--- config.mk ---
export PLATFORM = sky130hd
export DESIGN_NAME = ipmsg_reg
export DESIGN_NICKNAME = d
export VERILOG_FILES = /design/src/rtl/ipmsg_pkg.sv /design/src/rtl/ipmsg_decode.sv /design/src/rtl/ipmsg_copy.sv /design/src/rtl/ipmsg_reg.sv
export SDC_FILE = /design/constraint.sdc
export NUM_CORES = 1
export LEC_CHECK = 0
export BUFFER_PORTS_ARGS = -buffer_cell sky130_fd_sc_hd__buf_2
export CORE_AREA = 2 2 131 133
export CTS_BUF_LIST = sky130_fd_sc_hd__clkbuf_16
export CTS_CLUSTER_DIAMETER = 150
export DETAILED_ROUTE_END_ITERATION = 16
export DIE_AREA = 0 0 133 135
export GPL_TIMING_DRIVEN = 1
export PLACE_DENSITY = 0.54
export SETUP_SLACK_MARGIN = 0.05
export SLEW_MARGIN = 20
export SYNTH_ARGS = -nofsm -noshare
export SYNTH_HDL_FRONTEND = slang
export SYNTH_SLANG_ARGS = --single-unit
--- constraint.sdc ---
create_clock -name clk -period 1.6 [get_ports clk]
set_input_delay 0.08 -clock clk [delete_from_list [all_inputs] [get_ports clk]]
set_output_delay 0.08 -clock clk [all_outputs]
set_load 0.05 [all_outputs]
--- src/rtl/ipmsg_pkg.sv ---
package ipmsg_pkg;

    localparam int WORD_W  = 64;
    localparam int DATA_LSB = 16;
    localparam int DATA_W  = 40;
    localparam int CMD_LSB = 56;
    localparam int CMD_W   = 2;
    localparam int EXC_BIT = 58;
    localparam int ID_LSB  = 60;
    localparam int ID_W    = 4;

    typedef logic [DATA_W-1:0] data_t;
    typedef logic [CMD_W-1:0]  cmd_t;
    typedef logic [ID_W-1:0]   id_t;
    typedef logic [WORD_W-1:0] word_t;

    // contents held by one copy
    typedef struct packed {
        data_t data;
        cmd_t  cmd;
        id_t   ids;
    } msg_t;

    // decoded broadcast write
    typedef struct packed {
        logic load;
        logic clear;
        msg_t msg;
    } wr_dec_t;

    // build the readable word; unused and reserved positions read zero
    function automatic word_t pack_image(msg_t m);
        word_t w;
        w = '0;
        w[DATA_LSB +: DATA_W] = m.data;
        w[CMD_LSB  +: CMD_W]  = m.cmd;
        w[ID_LSB   +: ID_W]   = m.ids;
        return w;
    endfunction

endpackage

--- src/rtl/ipmsg_decode.sv ---
module ipmsg_decode
    import ipmsg_pkg::*;
#(
    parameter int NCPU = 4
) (
    input  logic    wr_valid,
    input  word_t   wr_word,
    output wr_dec_t dec
);

    localparam id_t ID_KEEP = id_t'((1 << NCPU) - 1);

    always_comb begin
        dec          = '0;
        dec.msg.data = wr_word[DATA_LSB +: DATA_W];
        dec.msg.cmd  = wr_word[CMD_LSB  +: CMD_W];
        dec.msg.ids  = wr_word[ID_LSB   +: ID_W] & ID_KEEP;
        dec.load     = wr_valid &  wr_word[EXC_BIT];
        dec.clear    = wr_valid & ~wr_word[EXC_BIT];
    end

endmodule

--- src/rtl/ipmsg_copy.sv ---
module ipmsg_copy
    import ipmsg_pkg::*;
(
    input  logic  clk,
    input  logic  rst_n,
    input  logic  take_load,
    input  msg_t  load_msg,
    input  id_t   clr_mask,
    output word_t image,
    output id_t   ids
);

    msg_t s_d, s_q;

    always_comb begin
        s_d = s_q;
        if (take_load) begin
            s_d = load_msg;
        end else begin
            s_d.ids = s_q.ids & ~clr_mask;
        end
    end

    always_ff @(posedge clk) begin
        if (!rst_n) s_q <= '0;
        else        s_q <= s_d;
    end

    assign image = pack_image(s_q);
    assign ids   = s_q.ids;

    AST_LOAD_TAKES: assert property (@(posedge clk) disable iff (!rst_n)
        take_load |=> (s_q == $past(load_msg)));
    AST_KEEP_PAYLOAD: assert property (@(posedge clk) disable iff (!rst_n)
        !take_load |=> ($stable(s_q.data) && $stable(s_q.cmd)));
    AST_IDS_NO_RISE: assert property (@(posedge clk) disable iff (!rst_n)
        !take_load |=> ((s_q.ids & ~$past(s_q.ids)) == '0));
    AST_CLR_TAKES: assert property (@(posedge clk) disable iff (!rst_n)
        !take_load |=> ((s_q.ids & $past(clr_mask)) == '0));

endmodule

--- src/rtl/ipmsg_reg.sv ---
module ipmsg_reg
    import ipmsg_pkg::*;
#(
    parameter int NCPU = 4
) (
    input  logic                   clk,
    input  logic                   rst_n,
    input  logic                   wr_valid,
    input  logic [63:0]            wr_word,
    input  logic [NCPU-1:0]        ack_req,
    output logic [NCPU*64-1:0]     msg_image,
    output logic [NCPU-1:0]        irq,
    output logic                   busy,
    output logic                   reject
);

    typedef struct packed {
        logic reject;
    } top_t;

    wr_dec_t dec;
    id_t     ack_ext;
    id_t     clr_mask;
    logic    take_load;
    logic    busy_int;
    top_t    t_d, t_q;
    word_t   copy_img [NCPU];
    id_t     copy_ids [NCPU];

    ipmsg_decode #(.NCPU(NCPU)) u_dec (
        .wr_valid (wr_valid),
        .wr_word  (wr_word),
        .dec      (dec)
    );

    assign busy_int = |copy_ids[0];

    always_comb begin
        ack_ext = '0;
        ack_ext[NCPU-1:0] = ack_req;
        take_load = dec.load & ~busy_int;
        clr_mask  = ack_ext | (dec.clear ? dec.msg.ids : id_t'(0));
        t_d       = t_q;
        t_d.reject = dec.load & busy_int;
    end

    always_ff @(posedge clk) begin
        if (!rst_n) t_q <= '0;
        else        t_q <= t_d;
    end

    for (genvar i = 0; i < NCPU; i++) begin : g_copy
        ipmsg_copy u_copy (
            .clk       (clk),
            .rst_n     (rst_n),
            .take_load (take_load),
            .load_msg  (dec.msg),
            .clr_mask  (clr_mask),
            .image     (copy_img[i]),
            .ids       (copy_ids[i])
        );
        assign msg_image[i*WORD_W +: WORD_W] = copy_img[i];
        assign irq[i] = copy_ids[i][i];

        AST_COPIES_AGREE: assert property (@(posedge clk) disable iff (!rst_n)
            copy_img[i] == copy_img[0]);
    end

    assign busy   = busy_int;
    assign reject = t_q.reject;

    AST_REJECT_FLAG: assert property (@(posedge clk) disable iff (!rst_n)
        (dec.load && busy_int) |=> reject);
    AST_REJECT_PULSE: assert property (@(posedge clk) disable iff (!rst_n)
        !(dec.load && busy_int) |=> !reject);
    AST_REJECT_KEEPS: assert property (@(posedge clk) disable iff (!rst_n)
        (dec.load && busy_int) |=> $stable(copy_img[0][59:16]));
    AST_IRQ_BUSY: assert property (@(posedge clk) disable iff (!rst_n)
        (|irq) |-> busy);
    AST_RESERVED_ZERO: assert property (@(posedge clk) disable iff (!rst_n)
        (copy_img[0][15:0] == '0) && (copy_img[0][59:58] == '0));

endmodule

==> impl_summary.log <==
[metrics] Lkg Pwr: about 2.7 nW
[metrics] crit-path cells: or4_4 -> buf_12 -> nor2_8 -> buf_12 -> clkbuf_16 -> mux2i_1
[metrics] detailed-route via count: ~3,000
[metrics] Placed Cells incl. Taps: 780
[metrics] deepest level of the CTS H-tree: 3
[metrics] Clock Tree Root: sky130_fd_sc_hd__clkbuf_16
[metrics] top cells by area in the synthesized netlist: sky130_fd_sc_hd__buf_4 (38%), sky130_fd_sc_hd__dfxtp_1 (30%), sky130_fd_sc_hd__mux2i_1 (11%), sky130_fd_sc_hd__nand2_1 (7.9%), sky130_fd_sc_hd__nand3b_1 (3.0%)
[metrics] antenna fix cells: 0
[metrics] most frequent cell on the critical path: sky130_fd_sc_hd__buf_12
[metrics] global-route wire length before repair: between 10,000 and 15,000 um
[metrics] area added between synthesis and finish: 26.0%
[metrics] via count of the first global-routing pass: 2,457
[metrics] maximum operating frequency: between 0.6 and 0.7 GHz
[metrics] area of the mapped netlist: 0.00397 sq mm
[metrics] Max-Cap Viols: 0
[metrics] clock skew: 6.46 ps
[metrics] Die X: 133 um
[metrics] number of nets in the layout: slightly below 700
[metrics] maximum count of clock buffers along a single path: 2
[metrics] Placement Rows: between 40 and 50
[metrics] classification of the worst setup path: flop to flop
[metrics] post-route antenna net violation count: 0
[metrics] average wire per standard cell: 11.2 um
[metrics] DRC viols: 0
[metrics] Critical Path RT: around 1900 ps
[metrics] cell with the biggest individual delay on the critical path: sky130_fd_sc_hd__or4_4
[metrics] Buffers on Ports: roughly 240
[metrics] crit-path max cell delay: about 530 ps
[metrics] number of buffers created by CTS: 9
[metrics] post-route insts no fill: approximately 840
[metrics] setup slack of the critical path after layout: -45.5 ps
[metrics] time the final worst path needs with I/O delays and setup: ~1600 ps
[metrics] Overall Power: roughly 5.4 mW
[metrics] class of the worst hold path: primary input to flop
[metrics] chip height: 135 um
[metrics] share of cells above drive strength 1: 0.457
[metrics] Reg clk slew, reported paths: 50 ps
[metrics] half-perimeter wire length of the detailed placement result: between 6000 and 7000 um
[metrics] Synth top cells by count: sky130_fd_sc_hd__buf_4 (203), sky130_fd_sc_hd__nand2_1 (84), sky130_fd_sc_hd__dfxtp_1 (59)
[metrics] count of TritonRoute iterations in the first routing pass: 4
[metrics] top-area cell type share of the netlist area: 0.384
[metrics] gr ovfl total: 0
[metrics] number of storage elements in the synthesis netlist: between 50 and 60
[metrics] nature of the critical path endpoint: flop
[metrics] result of the run: finished, violations left
[metrics] Std-Cell Core Area: 0.0164 sq mm
[metrics] clock net sink count: 59
[metrics] largest vdd supply drop: 0.493 mV
[metrics] GR Util All Layers: 0.0908
[metrics] clock latency at the later pin of the worst-skew pair: between 300 and 400 ps
[metrics] crit share post-route: 1.03
[metrics] Setup Total Neg Slack: -1120 ps
[metrics] Via density: between 3 and 4
[metrics] failing checks: setup timing
[metrics] Initial Utilization: 0.242
[metrics] DRC marker count from the first detailed-route iteration: 42
[metrics] fraction of synthesis flops using an asynchronous set or reset pin: 0
[metrics] leading cell type by number of instances after synthesis: sky130_fd_sc_hd__buf_4
[metrics] Max FO, Critical Path: 5
[metrics] setup repair after global routing missed its margin: true
[metrics] final wirelength: approximately 9400 um
[metrics] number of synthesized flops with an enable pin: 0
[metrics] number of instances in the synthesized netlist: between 400 and 500
[metrics] crit path launch type: flop
[metrics] final number of setup-violating endpoints: 45
[metrics] dominant register cell in the synthesized netlist: sky130_fd_sc_hd__dfxtp_1
[metrics] clock tree from TritonCTS: done
[metrics] max-slew violations: 0
[metrics] crit path DAT: approximately 1900 ps
[metrics] Synth cell types: 19
[metrics] number of antenna violations at the first check in global routing: 1
[metrics] Layout fillers: about 1,700
[metrics] final-report hold violation count: 0
[metrics] Mean Syn Cell Area: between 8 and 9 sq um
[metrics] count of boundary I/O pins: approximately 330
[metrics] number of warning messages in the yosys log: 0
[metrics] Die Area: around 0.018 sq mm
[metrics] sequential share of the synthesized area: 0.298
[metrics] placer's final routability congestion estimate: slightly below 0.7
[metrics] leading area contributor after synthesis: sky130_fd_sc_hd__buf_4
[metrics] maximum number of pins on one net before global-route repair: 41
[metrics] pwr dens: between 1000 and 1500 mW/mm^2
## state kept, by name (all words and copies together) (netlist names)
signal and flops:
reject 1, g_copy.u_copy.ids 16, g_copy.u_copy.image 42
## final timing paths
| kind | start | endpoint | slack, ps | depth (start not counted) |
|---|---|---|---|---|
| setup reg to reg | g_copy[0].u_copy.ids[0] | g_copy[1].u_copy.image[49] | -50 | 6 |
| setup / recovery | g_copy[0].u_copy.ids[0] | g_copy[1].u_copy.image[49] | -50 | 6 |
| hold / removal | wr_word[37] | g_copy[1].u_copy.image[37] | 20 | 3 |
| hold reg to reg | g_copy[1].u_copy.ids[3] | g_copy[1].u_copy.ids[3] | 480 | 2 |
## cell families (layout without fill, tap and decap cells)
logic type / after synthesis / after routing / share of synthesized area
and+or+nand+nor: 117 / 117 / 0.141
AOI/OAI and AO/OA: 20 / 20 / 0.0442
other: 1 / 72 / 0.000945
DFF: 59 / 59 / 0.298
buffers and inverters: 220 / 311 / 0.410
muxes: 42 / 42 / 0.106
## power breakdown
part	switching [mW]	internal, mW	leakage [nW]
combinational	1.63	0.462	2.13
clock	0.634	1.01	0.135
sequential	0.0818	1.56	0.484
total	2.34	3.03	2.75
## per-layer routing
| layer | up-vias | global-route usage | part of all wire |
|---|---|---|---|
| met5 | - | 0 | 0 |
| met4 | 0 | 0.0394 | 0.015 |
| met3 | 10 | 0.0304 | 0.086 |
| met2 | 177 | 0.152 | 0.48 |
| met1 | 1308 | 0.106 | 0.42 |
| li1 | 1509 | - | - |
## final cells by class
type                    count  area [sq um]  share of cell area
flip-flops and latches     59          1190               0.238
repair buffers            296          1840               0.368
multi-input cells         251          1440               0.288
clock buffers               9           225              0.0451
clock inverters             6          26.3             0.00526
well taps                 220           275              0.0551
## critical path, delay by kind of cell (launching register included)
kind	cells	cell delay, ps
simple gates	2	630
buf+inv	3	430
flops	1	330
mux	1	170
## layout by cell type, fill, tap and decap left out, types with 2 or more instances in the layout
| master | count |
|---|---|
| sky130_fd_sc_hd__buf_6 | 3 |
| sky130_fd_sc_hd__conb_1 | 72 |
| sky130_fd_sc_hd__nor2_1 | 4 |
| sky130_fd_sc_hd__nand3_1 | 4 |
| sky130_fd_sc_hd__clkbuf_16 | 11 |
| sky130_fd_sc_hd__buf_12 | 6 |
| sky130_fd_sc_hd__buf_4 | 4 |
| sky130_fd_sc_hd__dfxtp_1 | 55 |
| sky130_fd_sc_hd__a21oi_1 | 8 |
| sky130_fd_sc_hd__a21oi_2 | 4 |
| sky130_fd_sc_hd__nand2_1 | 84 |
| sky130_fd_sc_hd__buf_2 | 241 |
| sky130_fd_sc_hd__inv_1 | 2 |
| sky130_fd_sc_hd__mux2i_1 | 42 |
| sky130_fd_sc_hd__nand3b_1 | 16 |
| sky130_fd_sc_hd__clkinv_2 | 3 |
| sky130_fd_sc_hd__o21a_1 | 4 |
| sky130_fd_sc_hd__dlygate4sd3_1 | 40 |
| sky130_fd_sc_hd__o31ai_4 | 4 |
| sky130_fd_sc_hd__dfxtp_2 | 3 |
| sky130_fd_sc_hd__and3b_1 | 4 |
## stage by stage
step	worst slack (ps)	hold slack, ps	area [sq um]	utilization
floorplan	1.90	222	4270	-
global placement	21.8	332	4210	0.257
detailed placement	3.17	334	4210	0.257
CTS	-58.7	8.47	4900	0.299
global route	-118	13.9	5000	0.305
finish	-45.5	24.7	5000	0.305
## timing repair
| item | in CTS | in global routing |
|---|---|---|
| buffers inserted | 2 | 1 |
| hold buffers | 40 | 0 |
| pin swaps | 2 | 3 |
| cloned | 0 | 3 |
| setup endpoints to repair | 45 | 55 |
| resized for setup | 3 | 4 |
| endpoints found under the hold margin | 40 | 0 |
(Power assumes the default switching activity.)
